==> config.mk <==
export PLATFORM = sky130hd
export DESIGN_NAME = ivarb_top
export DESIGN_NICKNAME = d
export VERILOG_FILES = /design/src/rtl/ivarb_pkg.sv /design/src/rtl/ivarb_gate.sv /design/src/rtl/ivarb_pick.sv /design/src/rtl/ivarb_hold.sv /design/src/rtl/ivarb_top.sv
export SDC_FILE = /design/constraint.sdc
export NUM_CORES = 1
export LEC_CHECK = 0
export BUFFER_PORTS_ARGS = -buffer_cell sky130_fd_sc_hd__clkbuf_2
export CAP_MARGIN = 20
export CORE_AREA = 2 2 39 41
export DETAILED_ROUTE_END_ITERATION = 8
export DIE_AREA = 0 0 41 43
export GPL_ROUTABILITY_DRIVEN = 0
export GPL_TIMING_DRIVEN = 0
export PLACE_DENSITY = 0.73
export SYNTH_ARGS = -nofsm -noshare
export SYNTH_HDL_FRONTEND = slang
export SYNTH_SLANG_ARGS = --single-unit
==> constraint.sdc <==
create_clock -name clk -period 1.1 [get_ports clk]
set_clock_uncertainty 0.05 [all_clocks]
set_input_delay 0.165 -clock clk [delete_from_list [all_inputs] [get_ports clk]]
set_output_delay 0.165 -clock clk [all_outputs]
set_load 0.005 [all_outputs]
==> src/rtl/ivarb_pkg.sv <==
package ivarb_pkg;
  localparam int unsigned VEC_W = 16;
  localparam int unsigned NMI_CNT = 2;

  function automatic logic [VEC_W-1:0] vec_of(input logic [VEC_W-1:0] top,
                                               input int unsigned idx);
    return top - VEC_W'(idx * 2);
  endfunction
endpackage

==> src/rtl/ivarb_gate.sv <==
module ivarb_gate #(
  parameter int unsigned N   = 16,
  parameter int unsigned NMI = 2
) (
  input  logic [N-1:0] req_i,
  input  logic         imask_i,
  output logic [N-1:0] elig_o
);
  for (genvar g = 0; g < N; g++) begin : g_src
    if (g < NMI) begin : g_nmi
      assign elig_o[g] = req_i[g];
    end else begin : g_msk
      assign elig_o[g] = req_i[g] & ~imask_i;
    end
  end
endmodule

==> src/rtl/ivarb_pick.sv <==
module ivarb_pick #(
  parameter int unsigned N  = 16,
  parameter int unsigned IW = 4
) (
  input  logic          clk,
  input  logic          rst_n,
  input  logic [N-1:0]  elig_i,
  output logic          hit_o,
  output logic [IW-1:0] idx_o
);
  always_comb begin
    hit_o = 1'b0;
    idx_o = '0;
    for (int i = N - 1; i >= 0; i--) begin
      if (elig_i[i]) begin
        hit_o = 1'b1;
        idx_o = IW'(i);
      end
    end
  end


  win_set_chk: assert property (@(posedge clk) disable iff (!rst_n)
    hit_o |-> elig_i[idx_o]);


  no_better_chk: assert property (@(posedge clk) disable iff (!rst_n)
    hit_o |-> ((elig_i & ((N'(1) << idx_o) - N'(1))) == '0));


  none_chk: assert property (@(posedge clk) disable iff (!rst_n)
    !hit_o |-> (elig_i == '0));
endmodule

==> src/rtl/ivarb_hold.sv <==
module ivarb_hold #(
  parameter int unsigned VW = 16,
  parameter logic [VW-1:0] RST_VEC = '1
) (
  input  logic          clk,
  input  logic          rst_n,
  input  logic          hit_i,
  input  logic          ack_i,
  input  logic [VW-1:0] vec_i,
  output logic          irq_o,
  output logic [VW-1:0] vec_o
);
  logic          irq_d, irq_q;
  logic [VW-1:0] vec_d, vec_q;
  logic          vec_en;

  always_comb begin
    irq_d  = hit_i;
    vec_en = ack_i & hit_i;
    vec_d  = vec_en ? vec_i : vec_q;
  end

  always_ff @(posedge clk or negedge rst_n) begin
    if (!rst_n) begin
      irq_q <= 1'b0;
      vec_q <= RST_VEC;
    end else begin
      irq_q <= irq_d;
      vec_q <= vec_d;
    end
  end

  assign irq_o = irq_q;
  assign vec_o = vec_q;


  irq_track_chk: assert property (@(posedge clk) disable iff (!rst_n)
    irq_o |-> $past(hit_i));


  vec_load_chk: assert property (@(posedge clk) disable iff (!rst_n)
    (ack_i && hit_i) |=> (vec_o == $past(vec_i)));


  vec_keep_chk: assert property (@(posedge clk) disable iff (!rst_n)
    !ack_i |=> $stable(vec_o));


  ack_idle_chk: assert property (@(posedge clk) disable iff (!rst_n)
    (ack_i && !hit_i) |=> $stable(vec_o));
endmodule

==> src/rtl/ivarb_top.sv <==
module ivarb_top
  import ivarb_pkg::*;
#(
  parameter int unsigned NUM_SRC = 16,
  parameter logic [15:0] TOP_ADDR = 16'hFFFE
) (
  input  logic               clk,
  input  logic               rst_n,
  input  logic [NUM_SRC-1:0] req_i,
  input  logic               imask_i,
  input  logic               ack_i,
  output logic               irq_o,
  output logic [15:0]        vec_o
);
  // NUM_SRC may range from 2 to 128
  localparam int unsigned IW = (NUM_SRC > 1) ? $clog2(NUM_SRC) : 1;

  logic [NUM_SRC-1:0] elig;
  logic               hit;
  logic [IW-1:0]      win_idx;
  logic [VEC_W-1:0]   win_vec;

  ivarb_gate #(.N(NUM_SRC), .NMI(NMI_CNT)) gate_i (
    .req_i   (req_i),
    .imask_i (imask_i),
    .elig_o  (elig)
  );

  ivarb_pick #(.N(NUM_SRC), .IW(IW)) pick_i (
    .clk    (clk),
    .rst_n  (rst_n),
    .elig_i (elig),
    .hit_o  (hit),
    .idx_o  (win_idx)
  );

  assign win_vec = vec_of(TOP_ADDR, int'(win_idx));

  ivarb_hold #(.VW(VEC_W), .RST_VEC(TOP_ADDR)) hold_i (
    .clk   (clk),
    .rst_n (rst_n),
    .hit_i (hit),
    .ack_i (ack_i),
    .vec_i (win_vec),
    .irq_o (irq_o),
    .vec_o (vec_o)
  );


  mask_blk_chk: assert property (@(posedge clk) disable iff (!rst_n)
    (imask_i && hit) |-> (int'(win_idx) < NMI_CNT));


  rst_wins_chk: assert property (@(posedge clk) disable iff (!rst_n)
    req_i[0] |-> (hit && (win_idx == '0)));


  vec_range_chk: assert property (@(posedge clk) disable iff (!rst_n)
    hit |-> (win_vec <= TOP_ADDR && win_vec[0] == TOP_ADDR[0]));
endmodule

# ---- Yosys cells after proc, flatten, opt, wreduce, memory -nomap -nowiden
# Cells that the tools add are included.
# Widths: inputs -> output; s select.
dict set report word_totals {
  reg_bits 17
  inputBits 20
  output_inout_bits 17
  word_cells 51
}
dict set report op_classes {
  n_addsub 1
  mux 32
  bitwise_logic 16
}
# cell count
set ops {}
lappend ops {{$mux 4} 16}
lappend ops {{$mux 1} 16}
lappend ops {{$and 1x1->1} 15}
lappend ops {{$sub 2x6->7 const A} 1}
lappend ops {{$not 1->1} 1}

# ---- Depth between registers and ports, before layout
# Gate-level depths: netlist of the first run.
dict set report depth {
  word_depth 19
  depth_mapped 5
  depth_no_buf 5
}

# ---- Hierarchy
# A second synthesis of the first run with hierarchy kept.
dict set report unflattened {
  hier_cells 91
  area_unflattened_um2 1023.5
}
# module n_inst cells_per_inst area_each_um2 seq_area_each_um2
set modules_own_cells {}
lappend modules_own_cells {ivarb_hold 1 35 679.4 444.2}
lappend modules_own_cells {ivarb_pick 1 33 178.9 0.0}
lappend modules_own_cells {ivarb_gate 1 17 142.6 0.0}
lappend modules_own_cells {ivarb_top 1 6 22.5 0.0}

# ---- Worst setup path after synthesis of the first run
# No wires, ideal clock.
dict set report synth_path {
  kind {input-to-reg}
  startpoint {input port req_i[14]}
  endpoint {register hold_i.vec_q[1] (netlist: hold_i.vec_o[1])}
  setup_ps 72
  t_arrival_ps 872
  t_required_ps 978
  slack_ps 106
  stages 5
  n_path_buf 0
  path_cell_list {nor2_1 -> a41oi_2 -> o31ai_4 -> nand2_1 -> o21ai_1}
}
dict set report synth_via {
  elab_chain_len 17
  elab_cells_between_ends 33
  classes_between {1 x add/sub; 30 x mux; 2 x bitwise}
}
# element line_no
set synth_rtl {}
lappend synth_rtl {{from (decl)} ivarb_top.sv:9} ;# input logic [NUM_SRC-1:0] req_i,
lappend synth_rtl {{$and 1x1->1 (*)} ivarb_gate.sv:13} ;# assign elig_o[g] = req_i[g] & ~imask_i;
lappend synth_rtl {{$mux 4 or $mux 1 (tied branches) (15 in series)} ivarb_pick.sv:15} ;# if (elig_i[i]) begin
lappend synth_rtl {{$sub 2x6->7 or $and 1x1->1 (tied branches)} {ivarb_pkg.sv:7, ivarb_hold.sv:19}}
lappend synth_rtl {{to (signal assigned)} ivarb_hold.sv:29} ;# vec_q <= vec_d;
lappend synth_rtl {{to (decl)} ivarb_hold.sv:14} ;# logic [VW-1:0] vec_d, vec_q;
# Mark *: on every way between the ends. The rest lies on a longest branch, timed or not.
# A chain may end at the register's enable or synchronous reset.

# ---- Worst setup path after layout of the first run
dict set report layout_path {
  startpoint {register hold_i.vec_q[4] (netlist: hold_i.vec_o[4])}
  endpoint {output port vec_o[4]}
}
# element line_no
set layout_rtl {}
lappend layout_rtl {{to (decl)} ivarb_top.sv:13} ;# output logic [15:0] vec_o
# No word-level cell between the ends.

==> results of run 1 <==
-- flip-flops by register name (all words and copies together), names as in the netlist --
register and count:
hold_i.irq_o 1, hold_i.vec_o 4
-- power breakdown --
group          leakage [uW]  switching (uW)  internal [uW]  total (uW)
Combinational      0.000279            90.4           92.7         183
Sequential        0.0000511            6.97            211         218
Clock             0.0000150            74.3            137         211
Total              0.000345             172            440         612
-- cell families after synthesis --
family          count (synthesis)  share of synthesized area, %
simple gates                   23                          23.0
flops                           5                          27.5
other cells                     2                          1.59
buf+inv                        14                          20.6
compound gates                 17                          27.3
-- path summary, 6_finish.rpt --
kind                                  from         endpoint  slack (ns)  cells after the start
max                        hold_i.vec_o[4]         vec_o[4]        0.02                      1
min                                  ack_i  hold_i.vec_o[3]        0.14                      3
max reg2reg                hold_i.vec_o[1]  hold_i.vec_o[1]        0.34                      2
min reg2reg                hold_i.vec_o[3]  hold_i.vec_o[3]        0.40                      2
max in group asynchronous            rst_n  hold_i.vec_o[4]        0.57                      2
min in group asynchronous            rst_n     hold_i.irq_o        0.22                      2
-- cells in the mapped netlist --
master    instances  area share [%]
a21oi_1           4             4.2
a31oi_1           1             1.3
a41oi_2           1             3.4
buf_4            12              19
conb_1            2             1.6
dfrtp_1           1             5.3
dfstp_2           4              22
inv_1             2             1.6
nand2_1           7             5.6
nand2b_1          1             1.3
nor2_1            7             5.6
nor2_2            2             2.6
nor2b_1           1             1.3
nor3_1            1             1.1
nor3b_1           1             1.6
nor4_1            2             2.6
o21ai_0           3             3.2
o21ai_1           2             2.1
o21ai_2           1             1.9
o22ai_1           1             1.3
o311a_1           1             2.1
o31ai_1           2             3.2
o31ai_4           1             4.5
or3_1             1             1.3
-- per-layer routing --
| layer | global-route usage, % | up-vias | wire length, um |
|---|---|---|---|
| met3 | 1.57 | 2 | 98 |
| met2 | 20.3 | 25 | 425 |
| met1 | 15.8 | 190 | 428 |
| met5 | 0 | - | 0 |
| li1 | - | 270 | - |
| met4 | 8.00 | 0 | 19 |
-- stage by stage --
step	std cells	area, um^2
3_3_place_gp	111	651
5_1_grt	116	687
2_1_floorplan	71	510
4_1_cts	116	687
6_report	116	687
3_5_place_dp	111	651
-- repair_timing --
action,CTS,global route
endpoints found under the hold margin,5,0
hold buffers,1,0
endpoints found under the setup margin,0,4
gates resized for setup,0,0
-- cells in the final DEF (no fill, tap or decap), types with 2 or more instances in the layout --
master and instances:
clkbuf_2 24, buf_4 12, conb_1 12, nor2_1 7, nand2_1 7, a21oi_1 4
dfstp_2 4, o21ai_0 3, clkbuf_4 3, nor2_2 2, o31ai_1 2, nor4_1 2
o21ai_1 2, inv_1 2
-- area by class of cell --
type | instances | area [um^2]
tap | 16 | 20.0
timing repair buffer | 25 | 130
buffer | 12 | 90.1
inverter | 2 | 7.51
multi-input combinational | 52 | 283
clock buffer | 4 | 26.3
sequential | 5 | 130
fill | 153 | 697
==> metrics.yaml, run 1 <==
floorplanning:
  dieWidth_um: 41
  die_h_um: 43
  start_util_pct: 34.2
  core-area_um2: 1380
  die_area_um2: 1760
  rows: 14
  pin_count: 37
global_route:
  grt_start_max_net_pins: 8
  grt_pass1_vias: 436
  antenna_found_initial: 0
  grt_first_pass_wirelength_um: 1590
  overflow: 0
  grt_use_total_pct: 13.0
worst_setup_path:
  cp-start-kind: "register"
  crit_type: "reg2out"
  cpPeakStageDelay_ns: 0.52
  crit_required_ns: 0.88
  crit_slowest_cell: "dfstp_2"
  crit_chain: "clkbuf_2"
  critPathBufInv: 1
  path_max_fanout: 2
  endpoint_kind: "output pin"
  arrival_ns: 0.86
  cp_top_family: "flip-flops"
placed_design:
  pre_cts_slack_ns: -0.0830
  io_buffers: 24
  dp_hpwl_um: 849
detailed_routing:
  viasPerCell: 4.20
  finalWirelength_um: 972
  dr.pass1.iters: 4
  ant_nets: 0
  vias: 487
  drtIter0Drc: 5
  drc_errors: 0
  wl_per_cell_um: 8.38
status:
  outcome: "complete, no violations"
clock_network:
  cts_inserted_buffers: 3
  cts_num_sinks: 5
  post_cts_buffers: 0
  cts_max_level: 1
  clk_pin_slew_ns: 0.04
  clock_latency_ns: 0.24
  clockRootBuffer: "clkbuf_4"
  cts_tree: "built"
  clk_path_buf_depth: 2
timing:
  whs_ns: 0.138
  period_share_pct: 98.2
  grt_setup_unrepaired: "true"
  fmax_mhz: 926
  hold_violations: 0
  tns_ns: 0
  setup_viol: 0
  layout_setup_ws_ns: 0.0202
  maxSlewViolCount: 0
  fin_crit_ns: 1.08
yosys:
  yosysUniqueCellTypes: 24
  synth_warnings: 0
  syn_area_per_cell_um2: 7.75
  synth_area_um2: 473
  netlist_instances: 61
  ys_seq_elements: 5
  seq_area_frac_synth_pct: 27.5
layout:
  finalCoreUtilization_pct: 49.6
  drive_above_1_share_pct: 48.0
  diodes: 0
  syn2layout_area_growth_pct: 45.2
  nets: 121
worst_hold_path:
  worst_hold_path_type: "in2reg"
power_and_ir_drop:
  powerDensity_nw_per_um2: 891
  ir_drop_mv: 0.270
  power_leakage_uw: 0.000345
  power_uw: 612
run:
  drv_cap: 0
Power figures use the tool's default switching activity.
==> inputs of run 2 (changes only) <==
--- a/config.mk
+++ b/config.mk
@@ -7,9 +7,9 @@
 export LEC_CHECK = 0
 export BUFFER_PORTS_ARGS = -buffer_cell sky130_fd_sc_hd__clkbuf_2
 export CAP_MARGIN = 20
-export CORE_AREA = 2 2 39 41
+export CORE_MARGIN = 2
+export CORE_UTILIZATION = 34
 export DETAILED_ROUTE_END_ITERATION = 8
-export DIE_AREA = 0 0 41 43
 export GPL_ROUTABILITY_DRIVEN = 0
 export GPL_TIMING_DRIVEN = 0
 export PLACE_DENSITY = 0.73
==> constraint.sdc (replaced) <==
create_clock -name clk -period 0.9 [get_ports clk]
set_clock_uncertainty 0.05 [all_clocks]
set_input_delay 0.135 -clock clk [delete_from_list [all_inputs] [get_ports clk]]
set_output_delay 0.135 -clock clk [all_outputs]
set_load 0.005 [all_outputs]
==> metrics.yaml, run 2 (same netlist as run 1, synthesis figures left out) <==
floorplanning:
  dieWidth_um: 41.3  # +0.72%
  rows: 13  # -1
  die_h_um: 41.3  # -4.0%
  core-area_um2: 1300  # -6.0%
  die_area_um2: 1710  # -3.3%
  pin_count: 37  # unchanged
  start_util_pct: 36.3  # +2.2 points
power_and_ir_drop:
  ir_drop_mv: 0.407  # +51%
  swShare_pct: 29.0  # +0.93 points
  pwr-share-seq_pct: 32.8  # -2.7 points
  comb_power_share_pct: 35.3  # +5.4 points
  power_leakage_uw: 0.000375  # +8.6%
  clock_power_share_pct: 32.0  # -2.5 points
  powerDensity_nw_per_um2: 1020  # +15%
  p_int_uw: 580  # +32%
  p_sw_uw: 237  # +38%
clock_network:
  cts_tree: "built"
  cts_num_sinks: 5  # unchanged
  clk_pin_slew_ns: 0.04  # about the same
  cts_inserted_buffers: 3  # unchanged
  clockRootBuffer: "clkbuf_4"
  cts_max_level: 1  # unchanged
  clock_latency_ns: 0.24  # about the same
  clk_path_buf_depth: 2  # unchanged
detailed_routing:
  drtIter0Drc: 11  # +6
  dr.pass1.iters: 2  # -2
  viasPerCell: 4.40  # +4.8%
  finalWirelength_um: 1100  # +13%
  wl_per_cell_um: 9.36  # +12%
  ant_nets: 0  # unchanged
  vias: 515  # +5.7%
  drc_errors: 0  # unchanged
timing:
  whs_ns: 0.106  # -0.0326 ns
  maxSlewViolCount: 0  # unchanged
  fmax_mhz: 949
  setup_viol: 4  # +4
  fin_crit_ns: 1.05
  grt_setup_unrepaired: "true"
  hold_violations: 0  # unchanged
  period_share_pct: 117
  layout_setup_ws_ns: -0.154  # -0.174 ns
  tns_ns: -0.593  # -0.593 ns
layout:
  multi_input_area_um2: 334  # +18%
  diodes: 0  # unchanged
  largest_reg_flops: 4  # unchanged
  final_cell_mix: "18 x clkbuf_2, 14 x buf_4, 12 x conb_1"
  seqCellArea_um2: 130  # unchanged
  drive_above_1_share_pct: 54.9  # +6.9 points
  nets: 123  # +1.7%
  mostFrequentLayoutCell: "clkbuf_2"
  fillers: 124  # -19%
  syn2layout_area_growth_pct: 68.8
worst_setup_path:
  cpPeakStageDelay_ns: 0.52  # about the same
  crit_slowest_cell: "dfstp_2"
  cp_top_family: "flip-flops"
  arrival_ns: 0.87  # about the same
  path_max_fanout: 2  # unchanged
  crit_required_ns: 0.71  # -0.17 ns
  cp-start-kind: "register"
  endpoint_kind: "output pin"
  critPathBufInv: 1  # unchanged
  crit_type: "reg2out"
  crit_chain: "clkbuf_2"
status:
  violations: "negative setup slack"
  outcome: "finished, violations left"
placed_design:
  io_buffers: 24  # unchanged
global_route:
  grt_first_pass_wirelength_um: 1640  # +3.5%
  antenna_found_initial: 0  # unchanged
  overflow: 0  # unchanged
  grt_use_total_pct: 14.8  # +1.9 points
  grt_pass1_vias: 423  # -3.0%
  grt_start_max_net_pins: 8  # unchanged
worst_hold_path:
  worst_hold_path_type: "in2reg"
run:
  drv_cap: 0  # unchanged
==> run 2: changes by cell type in the layout (fill, tap and decap cells not counted), moves of 2 or more <==
cell	delta
buf_4	+2
buf_6	+3
clkbuf_2	-6
clkbuf_8	+2
nor2_1	-4
nor2_4	+4
==> run 2: path summary, 6_finish.rpt <==
check / start / slack (ns) / to / depth (start not counted)
setup / recovery: hold_i.vec_o[3] / -0.15 / vec_o[3] / 1
hold / removal: ack_i / 0.11 / hold_i.vec_o[3] / 3
setup reg to reg: hold_i.vec_o[1] / 0.03 / hold_i.vec_o[1] / 3
hold reg to reg: hold_i.vec_o[4] / 0.40 / hold_i.vec_o[4] / 2
max in group asynchronous: rst_n / 0.40 / hold_i.vec_o[1] / 2
min in group asynchronous: rst_n / 0.18 / hold_i.irq_o / 2
==> run 2: layout make-up <==
| type | count | area share, % |
|---|---|---|
| timing repair buffer | 27 | 24.0 |
| clock buffer | 4 | 3.29 |
| multi-input combinational | 52 | 41.8 |
| inverter | 2 | 0.940 |
| sequential | 5 | 16.3 |
| buffer | 12 | 11.3 |
| tap | 15 | 2.35 |
==> run 2: what timing repair did <==
item | 4_1_cts | 5_1_grt
pin swaps | 5 | 7
hold buffers | 1 | 0
endpoints found under the setup margin | 5 | 8
endpoints found under the hold margin | 5 | 0
setup buffers | 2 | 0
gates resized for setup | 4 | 12
==> run 2: power by group through the flow <==
stage                     combinational [uW]  sequential (uW)  clock (uW)
after floorplan                          129              271           0
after global placement                   231              268           0
after detailed placement                 235              270           0
after CTS                                265              266         267
after global routing                     320              272         292
final                                    288              268         261
==> run 2: per-layer routing <==
layer  GRT usage [%]  routed length [um]  part of all wire [%]  vias up
li1                -                   -                     -      272
met1            15.1                 436                    40      218
met2            27.7                 553                    51       25
met3            3.72                 104                   9.5        0
met4            7.26                   0                     0        0
met5               0                   0                     0        -
==> run 2: stage by stage <==
step / util (%) / worst slack [ns] / instance area, um^2 / power (uW) / std cells
3_3_place_gp: 52.1 / -0.219 / 678 / 499 / 110
2_1_floorplan: - / -0.00444 / 539 / 400 / 71
5_1_grt: 61.3 / -0.191 / 798 / 884 / 117
4_1_cts: 58.7 / -0.162 / 763 / 799 / 117
3_5_place_dp: 52.1 / -0.257 / 678 / 505 / 110
6_report: 61.3 / -0.154 / 798 / 817 / 117
==> inputs of run 3 (changes only) <==
--- a/config.mk
+++ b/config.mk
@@ -7,12 +7,14 @@
 export LEC_CHECK = 0
 export BUFFER_PORTS_ARGS = -buffer_cell sky130_fd_sc_hd__clkbuf_2
 export CAP_MARGIN = 20
+export CELL_PAD_IN_SITES_DETAIL_PLACEMENT = 1
+export CELL_PAD_IN_SITES_GLOBAL_PLACEMENT = 1
 export CORE_MARGIN = 2
-export CORE_UTILIZATION = 34
+export CORE_UTILIZATION = 22
 export DETAILED_ROUTE_END_ITERATION = 8
 export GPL_ROUTABILITY_DRIVEN = 0
 export GPL_TIMING_DRIVEN = 0
-export PLACE_DENSITY = 0.73
+export PLACE_DENSITY_LB_ADDON = 0.1
 export SYNTH_ARGS = -nofsm -noshare
 export SYNTH_HDL_FRONTEND = slang
 export SYNTH_SLANG_ARGS = --single-unit
==> constraint.sdc (replaced) <==
create_clock -name clk -period 0.88 [get_ports clk]
set_clock_uncertainty 0.05 [all_clocks]
set_input_delay 0.132 -clock clk [delete_from_list [all_inputs] [get_ports clk]]
set_output_delay 0.132 -clock clk [all_outputs]
set_load 0.005 [all_outputs]
==> metrics.yaml, run 3 (same netlist as run 1, synthesis figures left out) <==
status:
  outcome: "finished, violations left"
  violations: "negative setup slack"
global_route:
  grt_use_total_pct: 10.5  # -4.4 points
  grt_first_pass_wirelength_um: 1990  # +21%
  antenna_found_initial: 0  # unchanged
  grt_pass1_vias: 472  # +12%
  grt_start_max_net_pins: 8  # unchanged
  overflow: 0  # unchanged
worst_setup_path:
  crit_type: "reg2out"
  crit_slowest_cell: "dfstp_2"
  cpPeakStageDelay_ns: 0.52  # about the same
  crit_chain: "clkbuf_2"
  cp_top_family: "flip-flops"
  path_max_fanout: 2  # unchanged
  critPathBufInv: 1  # unchanged
  endpoint_kind: "output pin"
  arrival_ns: 0.86  # about the same
  cp-start-kind: "register"
  crit_required_ns: 0.70  # about the same
power_and_ir_drop:
  ir_drop_mv: 0.414  # +1.6%
  powerDensity_nw_per_um2: 1000  # -2.3%
  power_leakage_uw: 0.000370  # -1.2%
  power_uw: 829  # +1.5%
layout:
  multi_input_area_um2: 369  # +10%
  mostFrequentLayoutCell: "clkbuf_2"
  drive_above_1_share_pct: 58.4  # +3.5 points
  diodes: 0  # unchanged
  nets: 122  # -0.81%
  final_cell_mix: "19 x clkbuf_2, 13 x buf_4, 12 x conb_1"
  seqCellArea_um2: 130  # unchanged
  fillers: 260  # +110%
  largest_reg_flops: 4  # unchanged
  finalCoreUtilization_pct: 41.4  # -20 points
  fin_area_um2: 830  # +3.9%
  syn2layout_area_growth_pct: 75.4
placed_design:
  dp_hpwl_um: 1050
  place_area_um2: 693  # +2.2%
  io_buffers: 24  # unchanged
detailed_routing:
  dr.pass1.iters: 2  # unchanged
  vias: 535  # +3.9%
  viasPerCell: 4.18  # -5.0%
  wl_per_cell_um: 9.73  # +4.0%
  ant_nets: 0  # unchanged
  drc_errors: 0  # unchanged
  drtIter0Drc: 6  # -5
  finalWirelength_um: 1250  # +14%
timing:
  tns_ns: -0.646  # -0.0530 ns
  fmax_mhz: 956
  layout_setup_ws_ns: -0.166  # -0.0113 ns
  period_share_pct: 119
  hold_violations: 0  # unchanged
  maxSlewViolCount: 0  # unchanged
  whs_ns: 0.116  # +0.0100 ns
  fin_crit_ns: 1.05
  grt_setup_unrepaired: "true"
  setup_viol: 4  # unchanged
clock_network:
  clk_path_buf_depth: 2  # unchanged
  cts_max_level: 1  # unchanged
  cts_tree: "built"
  cts_num_sinks: 5  # unchanged
  cts_inserted_buffers: 3  # unchanged
  clock_latency_ns: 0.24  # about the same
  clockRootBuffer: "clkbuf_4"
  clk_pin_slew_ns: 0.04  # about the same
floorplanning:
  pin_count: 37  # unchanged
  die_area_um2: 2540  # +49%
  core-area_um2: 2000  # +54%
  die_h_um: 50.4  # +22%
  start_util_pct: 23.6  # -13 points
  dieWidth_um: 50.4  # +22%
  rows: 16  # +3
run:
  drv_cap: 0  # unchanged
worst_hold_path:
  worst_hold_path_type: "in2reg"
## run 3: through the flow
stage                     std cells  setup WS [ns]
after floorplan                  71        -0.0210
after global placement          122         -0.253
after detailed placement        122         -0.276
after CTS                       127         -0.179
after global routing            128         -0.201
final                           128         -0.166
## run 3: worst paths after layout
check | cells past startpoint | endpoint | slack [ns] | from
setup / recovery | 1 | vec_o[2] | -0.17 | hold_i.vec_o[2]
hold / removal | 3 | hold_i.vec_o[3] | 0.12 | ack_i
setup reg to reg | 3 | hold_i.vec_o[3] | 0.07 | hold_i.vec_o[3]
hold reg to reg | 2 | hold_i.vec_o[4] | 0.40 | hold_i.vec_o[4]
max in group asynchronous | 2 | hold_i.vec_o[3] | 0.37 | rst_n
min in group asynchronous | 2 | hold_i.irq_o | 0.20 | rst_n
## run 3: layout make-up
type | instances | area share, %
multi-input cells | 52 | 44.5
inverters | 2 | 0.905
flip-flops and latches | 5 | 15.7
clock buffers | 4 | 3.17
repair buffers | 26 | 20.8
well taps | 27 | 4.07
plain buffers | 12 | 10.9
## run 3: repair_timing
item | 4_1_cts | 5_1_grt
setup endpoints to repair | 8 | 8
gates resized for setup | 4 | 18
buffers inserted | 0 | 1
hold buffers | 1 | 0
endpoints found under the hold margin | 5 | 0
pin swaps | 5 | 8
## run 3: power breakdown
| part | total (uW) | leakage, uW | switching, uW | internal (uW) |
|---|---|---|---|---|
| clock network | 259 | 0.0000150 | 88.4 | 171 |
| logic | 298 | 0.000304 | 147 | 151 |
| registers | 272 | 0.0000511 | 8.66 | 263 |
## run 3: layer usage
layer / vias up / wire length [um] / GRT usage, % / share of wire [%]
met5: - / 0 / 0 / 0
met4: 0 / 0 / 6.76 / 0
met3: 0 / 90 / 1.79 / 7.2
met2: 23 / 641 / 16.2 / 51
met1: 242 / 514 / 13.3 / 41
li1: 270 / - / - / -
